**src/rtl/spi_i2s_pkg.sv**
```systemverilog
package spi_i2s_pkg;

    typedef enum logic {
        LINK_IDLE = 1'b0,
        LINK_RUN  = 1'b1
    } link_state_e;

    typedef enum logic {
        CH_LEFT  = 1'b0,
        CH_RIGHT = 1'b1
    } chan_e;

    // Edge events: rise/fall describe the serial-clock edge produced at the next clk edge
    typedef struct packed {
        logic run;
        logic rise;
        logic fall;
    } edge_evt_t;

    // Word-select level to present for the slot now opening
    function automatic logic ws_level(input chan_e ch, input logic last_bit);
        logic lvl;
        lvl = (ch == CH_RIGHT);
        return last_bit ? ~lvl : lvl;
    endfunction

endpackage

```
**src/rtl/i2s_bit_timer.sv**
```systemverilog
module i2s_bit_timer
    import spi_i2s_pkg::*;
#(
    parameter int unsigned WORD_W = 16,
    localparam int unsigned CNT_W = $clog2(WORD_W)
) (
    input  logic             clk,
    input  logic             rst,
    input  logic             start_i,
    output logic             sck_o,
    output edge_evt_t        evt_o,
    output logic             last_bit_o,
    output chan_e            chan_o
);

    localparam logic [CNT_W-1:0] LAST = CNT_W'(WORD_W - 1);

    link_state_e      state_q;
    logic             ph_q;
    logic [CNT_W-1:0] bit_q;
    chan_e            chan_q;

    always_ff @(posedge clk) begin
        if (rst) begin
            state_q <= LINK_IDLE;
            ph_q    <= 1'b0;
            bit_q   <= '0;
            chan_q  <= CH_LEFT;
        end else begin
            case (state_q)
                LINK_IDLE: begin
                    ph_q   <= 1'b0;
                    bit_q  <= '0;
                    chan_q <= CH_LEFT;
                    if (start_i) state_q <= LINK_RUN;
                end
                default: begin
                    ph_q <= ~ph_q;
                    if (ph_q) begin
                        // falling edge closes the current bit slot
                        if (bit_q == LAST) begin
                            bit_q  <= '0;
                            chan_q <= (chan_q == CH_LEFT) ? CH_RIGHT : CH_LEFT;
                            if (chan_q == CH_RIGHT && !start_i) begin
                                state_q <= LINK_IDLE;
                            end
                        end else begin
                            bit_q <= bit_q + 1'b1;
                        end
                    end
                end
            endcase
        end
    end

    always_comb begin
        evt_o.run  = (state_q == LINK_RUN);
        evt_o.rise = (state_q == LINK_RUN) && !ph_q;
        evt_o.fall = (state_q == LINK_RUN) && ph_q;
    end

    assign sck_o      = ph_q;
    assign last_bit_o = (bit_q == LAST);
    assign chan_o     = chan_q;

    // continuous serial clock while running
    assert_sck_toggles_R2: assert property (@(posedge clk) disable iff (rst)
        (state_q == LINK_RUN && $past(state_q) == LINK_RUN) |-> (ph_q != $past(ph_q)));

    // slot position only advances after a high phase (falling edge)
    assert_slot_on_fall_R3: assert property (@(posedge clk) disable iff (rst)
        (bit_q != $past(bit_q)) |-> $past(ph_q));

    // leaving the run state only at the end of a right word, with start low
    assert_stop_boundary_R6: assert property (@(posedge clk) disable iff (rst)
        (state_q == LINK_IDLE && $past(state_q) == LINK_RUN) |->
        ($past(chan_q) == CH_RIGHT && $past(bit_q) == LAST && !$past(start_i)));

    // serial clock held low while idle
    assert_idle_sck_R1: assert property (@(posedge clk) disable iff (rst)
        ($past(state_q) == LINK_IDLE) |-> !ph_q);

endmodule

```
**src/rtl/i2s_play_lane.sv**
```systemverilog
module i2s_play_lane
    import spi_i2s_pkg::*;
(
    input  logic      clk,
    input  logic      rst,
    input  edge_evt_t evt_i,
    input  logic      last_bit_i,
    input  chan_e     chan_i,
    input  logic      play_i,
    output logic      ws_o,
    output logic      sd_o
);

    logic ws_q;

    always_ff @(posedge clk) begin
        if (rst || !evt_i.run) begin
            ws_q <= 1'b0;
        end else if (evt_i.rise) begin
            ws_q <= ws_level(chan_i, last_bit_i);
        end
    end

    assign ws_o = ws_q;
    assign sd_o = evt_i.run ? play_i : 1'b0;

    // word select moves only on a serial-clock rising edge
    assert_ws_on_rise_R3: assert property (@(posedge clk) disable iff (rst)
        (ws_q != $past(ws_q)) |-> ($past(evt_i.rise) || !$past(evt_i.run)));

    // word select moves only when the last bit of a word opens
    assert_ws_lead_R3: assert property (@(posedge clk) disable iff (rst)
        (ws_q != $past(ws_q) && $past(evt_i.run)) |-> $past(last_bit_i));

endmodule

```
**src/rtl/i2s_cap_lane.sv**
```systemverilog
module i2s_cap_lane
    import spi_i2s_pkg::*;
(
    input  logic      clk,
    input  logic      rst,
    input  logic      cfg_en_i,
    input  edge_evt_t evt_i,
    input  logic      last_bit_i,
    input  chan_e     chan_i,
    input  logic      sd_rx_i,
    output logic      ws_o,
    output logic      cap_o
);

    logic en_q;
    logic ws_q;
    logic cap_q;

    always_ff @(posedge clk) begin
        if (rst) begin
            en_q <= 1'b0;
        end else if (!evt_i.run) begin
            en_q <= cfg_en_i;
        end
    end

    always_ff @(posedge clk) begin
        if (rst || !evt_i.run || !en_q) begin
            ws_q  <= 1'b0;
            cap_q <= 1'b0;
        end else begin
            if (evt_i.rise) ws_q  <= ws_level(chan_i, last_bit_i);
            if (evt_i.fall) cap_q <= sd_rx_i;
        end
    end

    assign ws_o  = ws_q;
    assign cap_o = cap_q;

    // capture enable frozen during a run
    assert_cfg_frozen_R7: assert property (@(posedge clk) disable iff (rst)
        (evt_i.run && $past(evt_i.run)) |-> $stable(en_q));

    // disabled capture keeps its outputs low
    assert_cap_quiet_R7: assert property (@(posedge clk) disable iff (rst)
        $past(!en_q) |-> (!cap_q && !ws_q));

    // captured bit changes only at a falling edge or on return to idle
    assert_cap_on_fall_R5: assert property (@(posedge clk) disable iff (rst)
        (cap_q != $past(cap_q)) |-> ($past(evt_i.fall) || !$past(evt_i.run) || !$past(en_q)));

endmodule

```
**src/rtl/spi_i2s_bridge.sv**
```systemverilog
module spi_i2s_bridge
    import spi_i2s_pkg::*;
#(
    parameter int unsigned WORD_W = 16
) (
    input  logic clk,
    input  logic rst,
    input  logic start_i,
    input  logic cfg_cap_en_i,
    input  logic spi_play_i,
    output logic spi_cap_o,
    output logic sck_o,
    output logic ws_tx_o,
    output logic sd_tx_o,
    output logic ws_rx_o,
    input  logic sd_rx_i
);

    edge_evt_t evt;
    logic      last_bit;
    chan_e     chan;

    i2s_bit_timer #(.WORD_W(WORD_W)) u_timer (
        .clk        (clk),
        .rst        (rst),
        .start_i    (start_i),
        .sck_o      (sck_o),
        .evt_o      (evt),
        .last_bit_o (last_bit),
        .chan_o     (chan)
    );

    i2s_play_lane u_play (
        .clk        (clk),
        .rst        (rst),
        .evt_i      (evt),
        .last_bit_i (last_bit),
        .chan_i     (chan),
        .play_i     (spi_play_i),
        .ws_o       (ws_tx_o),
        .sd_o       (sd_tx_o)
    );

    i2s_cap_lane u_cap (
        .clk        (clk),
        .rst        (rst),
        .cfg_en_i   (cfg_cap_en_i),
        .evt_i      (evt),
        .last_bit_i (last_bit),
        .chan_i     (chan),
        .sd_rx_i    (sd_rx_i),
        .ws_o       (ws_rx_o),
        .cap_o      (spi_cap_o)
    );

    // capture word select never disagrees with playback word select when high
    assert_ws_pair_R8: assert property (@(posedge clk) disable iff (rst)
        ws_rx_o |-> ws_tx_o);

    // no playback data leaves the bridge while the serial clock is parked
    assert_idle_data_R1: assert property (@(posedge clk) disable iff (rst)
        (!evt.run && !sck_o) |-> (!sd_tx_o && !ws_tx_o));

endmodule

```
**config.mk**
```make
export PLATFORM = sky130hd
export DESIGN_NAME = spi_i2s_bridge
export DESIGN_NICKNAME = d
export VERILOG_FILES = /design/src/rtl/spi_i2s_pkg.sv /design/src/rtl/i2s_bit_timer.sv /design/src/rtl/i2s_play_lane.sv /design/src/rtl/i2s_cap_lane.sv /design/src/rtl/spi_i2s_bridge.sv
export SDC_FILE = /design/constraint.sdc
export NUM_CORES = 1
export LEC_CHECK = 0
export BUFFER_PORTS_ARGS = -buffer_cell sky130_fd_sc_hd__buf_2
export CORE_MARGIN = 5
export CORE_UTILIZATION = 34
export CTS_CLUSTER_DIAMETER = 30
export DETAILED_ROUTE_END_ITERATION = 7
export GPL_TIMING_DRIVEN = 0
export SLEW_MARGIN = 10
export SYNTH_ARGS = -nofsm -noshare
export SYNTH_HDL_FRONTEND = slang
export SYNTH_SLANG_ARGS = --single-unit
```
**constraint.sdc**
```tcl
create_clock -name clk -period 3.1 [get_ports clk]
set_input_delay 0.465 -clock clk [delete_from_list [all_inputs] [get_ports clk]]
set_output_delay 0.465 -clock clk [all_outputs]
set_load 0.005 [all_outputs]
```
==> qor.csv, run 1 <==
metric,value,unit
switchingPower,62.62,uW
min_path_type,in -> reg,
cts_resized,0,
drv_slew,0,
combPwrFrac,0.069,
p_leak,0.2177,nW
criticalPathCategory,reg -> out,
clkSlewWorstSetupHoldPaths,70,ps
power,266.3,uW
busiest_layer,met4,
cts_tree,done,
clkLatencyLatePin,270,ps
cp-start-kind,flop,
worstPathCellList,and2_1 > buf_2,
crit_buf_inv,1,
dieArea,2172,um^2
vias,383,
cts_sinks,11,
cp_max_fo,6,
dp_slack,1797,ps
wire_per_inst,10.58,um
ios,11,
drv_cap,0,
yosys_warnings,0,
netlist_instances,51,
worstHoldEndpoint,u_timer.state_q,
internal-power,203.7,uW
grt_pass1_vias,340,
synth_area_per_cell,8.930,um^2
seqPwrFrac,0.551,
grt_usage,0.1016,
crit_path_end_kind,output port,
fillers,133,
drc,0,
ys_seq_elements,11,
final_cell_mix,"11 x dfxtp_1, 10 x buf_2, 5 x nand2_1, 5 x a21oi_1, 4 x nor2_1",
worst_pin_slew,273.7,ps
final_area,550.5,um^2
status,completed,
timing.setup.tns,0,ps
min_period,1394,ps
drt_pass1_iterations,3,
viasPerCell,4.788,
cts_hold_buf,0,
ys_types,20,
min_path_cells,2,
powerDensity,483.8,nW/um^2
worst_r2r_endpoint,u_play.ws_o,
cp_slowest_cell,dfxtp_1,
cts-root-buf,clkbuf_4,
diodes,0,
syn_nets,58,
required,2630,ps
core,1285,um^2
overflow,0,
portBuffers,10,
cts.htree.levels,1,
dp_cells,76,
pwr-share-clk,0.379,
hold_start,rst,
skew,0.6193,ps
rrSetupSlack,1790,ps
reg2reg_depth,4,
place_hpwl,617.2,um
post_route_cells_drive_above_1_share,0.2308,
setup_viol,0,
peakVddDrop,0.2317,mV
crit_arrival,930,ps
rr_startpoint,u_timer.bit_q[0],
gp_congestion,0.6374,
antenna_found_initial,0,
hold_viol,0,
drtIter0Drc,4,
switching_share,0.2351,
grt_use_met3,0.02344,
drt_wl_total,846,um
finalNonFillerCells,80,
grt_util_met2,0.1236,
grt_setup_unrepaired,false,
grt_pass1_wl,1.400,mm
fmaxAchievable,717.5,MHz
start_util,0.3544,
post-route-period-util,0.4496,
max_slew_margin,0.8176,
grt_max_degree,10,
postCtsSetupRepairBufs,0,
setup_ws,1706,ps
rows,13,
drtAntennaViolNets,0,
fp.dieW,46.60,um
grt.met1_usage,0.1166,
area_growth,20.88,%
die_height,46.60,um
netlist_area,455.4,um^2
nets,73,
slowest_delay,400,ps
crit_family,flip-flops,
dpl_cell_area,524.3,um^2
cts_buffers,3,
final_common_cell,dfxtp_1,
cts.path.max_buffers,2,
synth_seq_area_share,0.4835,
Yosys cell counts:
cell / number / share of area
nand2_1: 5 / 0.041
nor2b_1: 2 / 0.027
dfxtp_1: 11 / 0.48
mux2i_1: 2 / 0.044
xor2_1: 2 / 0.038
and2_1: 1 / 0.014
nand3_1: 1 / 0.011
a21boi_0: 1 / 0.016
nand2b_1: 3 / 0.041
ha_1: 1 / 0.027
nor2_1: 4 / 0.033
buf_4: 1 / 0.016
nand3b_1: 1 / 0.016
o21ai_0: 3 / 0.033
a21oi_1: 5 / 0.055
a31o_2: 1 / 0.019
inv_1: 1 / 0.0082
or3_1: 1 / 0.014
nor3_1: 3 / 0.033
nand4_1: 2 / 0.027
flip-flops by register name (all words and copies together) (netlist names):
register and flops:
u_play.ws_o 1, u_timer.state_q 1, u_timer.sck_o 1, u_cap.cap_o 1, u_timer.bit_q 4, u_timer.chan_o 1, u_cap.ws_o 1, u_cap.en_q 1
stage by stage:
stage | utilization | hold slack [ps]
after floorplan | - | 434.4
after global placement | 0.4080 | 454.6
after detailed placement | 0.4080 | 464.7
after CTS | 0.4284 | 387.4
after global routing | 0.4284 | 390.1
final | 0.4284 | 398.0
kinds of logic after synthesis:
| group | count (synthesis) | share of synthesized area |
|---|---|---|
| simple gates | 23 | 0.2582 |
| compound gates | 10 | 0.1236 |
| fa+ha+maj | 1 | 0.02747 |
| flops | 11 | 0.4835 |
| xor+xnor | 2 | 0.03847 |
| mux | 2 | 0.04396 |
| buf+inv | 2 | 0.02472 |
how the worst max path moves through the flow:
stage	from	endpoint	slack, ps	cells past startpoint
6_report	u_timer.state_q	sd_tx_o	1710	2
5_1_grt	u_timer.bit_q[0]	u_play.ws_o	1650	4
3_3_place_gp	u_timer.bit_q[0]	u_play.ws_o	1790	4
2_1_floorplan	u_timer.bit_q[0]	u_play.ws_o	1900	4
3_5_place_dp	u_timer.bit_q[0]	u_play.ws_o	1800	4
4_1_cts	u_timer.state_q	sd_tx_o	1680	2
routing by layer:
layer | vias up | wire length [um] | part of all wire
met2 | 8 | 345 | 0.41
met5 | - | 0 | 0
met4 | 0 | 60 | 0.071
li1 | 208 | - | -
met1 | 162 | 411 | 0.49
met3 | 5 | 29 | 0.034
layout make-up:
cell class                 instances  area, um^2  area share
tap                               15       18.77     0.03409
sequential                        11       220.2      0.4000
inverter                           1       3.754    0.006818
clock buffer                       4       26.28     0.04773
buffer                             1       7.507     0.01364
multi-input combinational         38       224.0      0.4068
timing repair buffer              10       50.05     0.09091
worst register-to-register path, delay by kind of cell (launching register included):
family / cells / cell delay [ps]
AO/OA/AOI/OAI: 2 / 480
flip-flops: 1 / 340
adder cells (fa/ha/maj): 1 / 280
AND/OR/NAND/NOR: 1 / 90
power by group through the flow:
stage	Combinational (mW)	Clock, mW	Sequential [mW]
global route	0.0216	0.111	0.147
CTS	0.0188	0.106	0.147
global placement	0.0187	0	0.150
floorplan	0.0113	0	0.150
detailed placement	0.0187	0	0.150
finish	0.0185	0.101	0.147
(Power assumes the default switching activity.)
==> inputs of run 2 (changes only) <==
==> constraint.sdc (replaced) <==
create_clock -name clk -period 1.4 [get_ports clk]
set_input_delay 0.21 -clock clk [delete_from_list [all_inputs] [get_ports clk]]
set_output_delay 0.21 -clock clk [all_outputs]
set_load 0.005 [all_outputs]
==> run 2 against run 1 <==
Count of clock-buffer cells in the layout unchanged. Non-clock buffer count unchanged. Setup slack got worse by 1500 ps. First-iteration DRC count unchanged. Global-route usage unchanged. Final area unchanged. Routed wire length decreased by 0.12%. Critical path type is now reg -> reg. Critical endpoint is now u_play.ws_o.
==> qor.csv, run 2 (synthesis gave the netlist of run 1 again) <==
metric,value,unit,change
hold_viol,0,,unchanged
ios,11,,unchanged
postCtsSetupRepairBufs,0,,unchanged
cts_buffers,3,,unchanged
final_common_cell,dfxtp_1,,unchanged
drtIter0Drc,4,,unchanged
cts_tree,done,,unchanged
cp_max_fo,6,,unchanged
die_height,46.60,um,unchanged
grt_max_degree,10,,unchanged
post-route-period-util,0.8849,,
dieArea,2172,um^2,unchanged
worst_pin_slew,273.6,ps,was 273.7 ps
drc,0,,unchanged
max_slew_margin,0.8176,,about the same
timing.setup.tns,0,ps,unchanged
required,1560,ps,was 2630 ps
cp-start-kind,flop,,unchanged
drtAntennaViolNets,0,,unchanged
clkLatencyLatePin,270,ps,about the same
drt_wl_total,845,um,was 846 um
cts_hold_buf,0,,unchanged
powerDensity,1072,nW/um^2,was 483.8 nW/um^2
peakVddDrop,0.5131,mV,was 0.2317 mV
clkSlewWorstSetupHoldPaths,70,ps,about the same
cts_sinks,11,,unchanged
diodes,0,,unchanged
setup_viol,0,,unchanged
cts.path.max_buffers,2,,unchanged
portBuffers,10,,unchanged
drv_slew,0,,unchanged
drv_cap,0,,unchanged
cp_slowest_cell,dfxtp_1,,unchanged
vias,383,,unchanged
min_period,1239,ps,
rows,13,,unchanged
fmaxAchievable,807.2,MHz,
fillers,133,,unchanged
whs,143.0,ps,was 398.0 ps
wire_per_inst,10.56,um,was 10.58 um
drt_pass1_iterations,3,,unchanged
viasPerCell,4.788,,unchanged
worstPathCellList,ha_1 > a31o_2 > a21boi_1 > nor3_1,,was and2_1 > buf_2
largest_register_ff_count,4,,unchanged
cts-root-buf,clkbuf_4,,unchanged
area_growth,20.88,%,unchanged
overflow,0,,unchanged
grt_setup_unrepaired,false,,unchanged
slowest_delay,340,ps,was 400 ps
min_path_type,in -> reg,,unchanged
fp.dieW,46.60,um,unchanged
grt_pass1_vias,340,,unchanged
grt_usage,0.1016,,unchanged
power,590.0,uW,was 266.3 uW
crit_arrival,1400,ps,was 930 ps
start_util,0.3544,,unchanged
crit_buf_inv,0,,was 1
crit_path_end_kind,flop,,was output port
core,1285,um^2,unchanged
criticalPathCategory,reg -> reg,,was reg -> out
status,completed,,unchanged
largest_register,u_timer.bit_q,,unchanged
nets,73,,unchanged
p_leak,0.2186,nW,was 0.2177 nW
grt_pass1_wl,1.400,mm,unchanged
place_hpwl,617.2,um,unchanged
post_route_cells_drive_above_1_share,0.2308,,unchanged
cts.htree.levels,1,,unchanged
crit_family,compound AO/OA/AOI/OAI gates,,was flip-flops
rrSetupSlack,160,ps,was 1790 ps
skew,0.6193,ps,unchanged
gp_congestion,0.6374,,unchanged
final_cell_mix,"11 x dfxtp_1, 10 x buf_2, 5 x nand2_1, 5 x a21oi_1, 4 x nor2_1",,unchanged
antenna_found_initial,0,,unchanged
run 2: cell counts in the layout (fill, tap and decap cells not counted):
No cell type changed its count.
run 2: final cells by class:
type	count	area, um^2	area share
clock buffers	4	26.28	0.04773
repair buffers	10	50.05	0.09091
multi-input cells	38	224.0	0.4068
well taps	15	18.77	0.03409
flip-flops and latches	11	220.2	0.4000
inverters	1	3.754	0.006818
plain buffers	1	7.507	0.01364
run 2: report_power, final:
group / internal (mW) / switching [mW]
Sequential: 0.320 / 0.00518
Combinational: 0.0210 / 0.0202
Clock: 0.111 / 0.113
run 2: worst register-to-register path: stages, from the launching register on:
cell      delay [ps]
dfxtp_1          340
ha_1             280
a31o_2           260
a21boi_1         160
nor3_1            80
run 2: worst paths after layout:
path | start | endpoint | depth (start not counted)
setup reg to reg | u_timer.bit_q[0] | u_play.ws_o | 4
hold reg to reg | u_cap.en_q | u_cap.cap_o | 2
hold / removal | rst | u_timer.state_q | 2
setup / recovery | u_timer.bit_q[0] | u_play.ws_o | 4
run 2: timing repair:
item | CTS | global route
setup endpoints to repair | 0 | 2
resized for setup | 0 | 1
hold endpoints to repair | 0 | 0
run 2: stage by stage:
| step | utilization | worst slack [ps] | cells | area, um^2 |
|---|---|---|---|---|
| floorplan | - | 196.7 | 51 | 455.4 |
| global placement | 0.4080 | 93.02 | 76 | 524.3 |
| detailed placement | 0.4080 | 97.20 | 76 | 524.3 |
| CTS | 0.4284 | 87.64 | 80 | 550.5 |
| global route | 0.4284 | 43.52 | 80 | 550.5 |
| finish | 0.4284 | 161.2 | 80 | 550.5 |
run 2: per-layer routing:
layer | vias up | routed length, um | global-route usage
li1 | 208 | - | -
met1 | 162 | 410 | 0.1166
met2 | 8 | 345 | 0.1236
met3 | 5 | 29 | 0.02344
met4 | 0 | 60 | 0.1534
met5 | - | 0 | 0
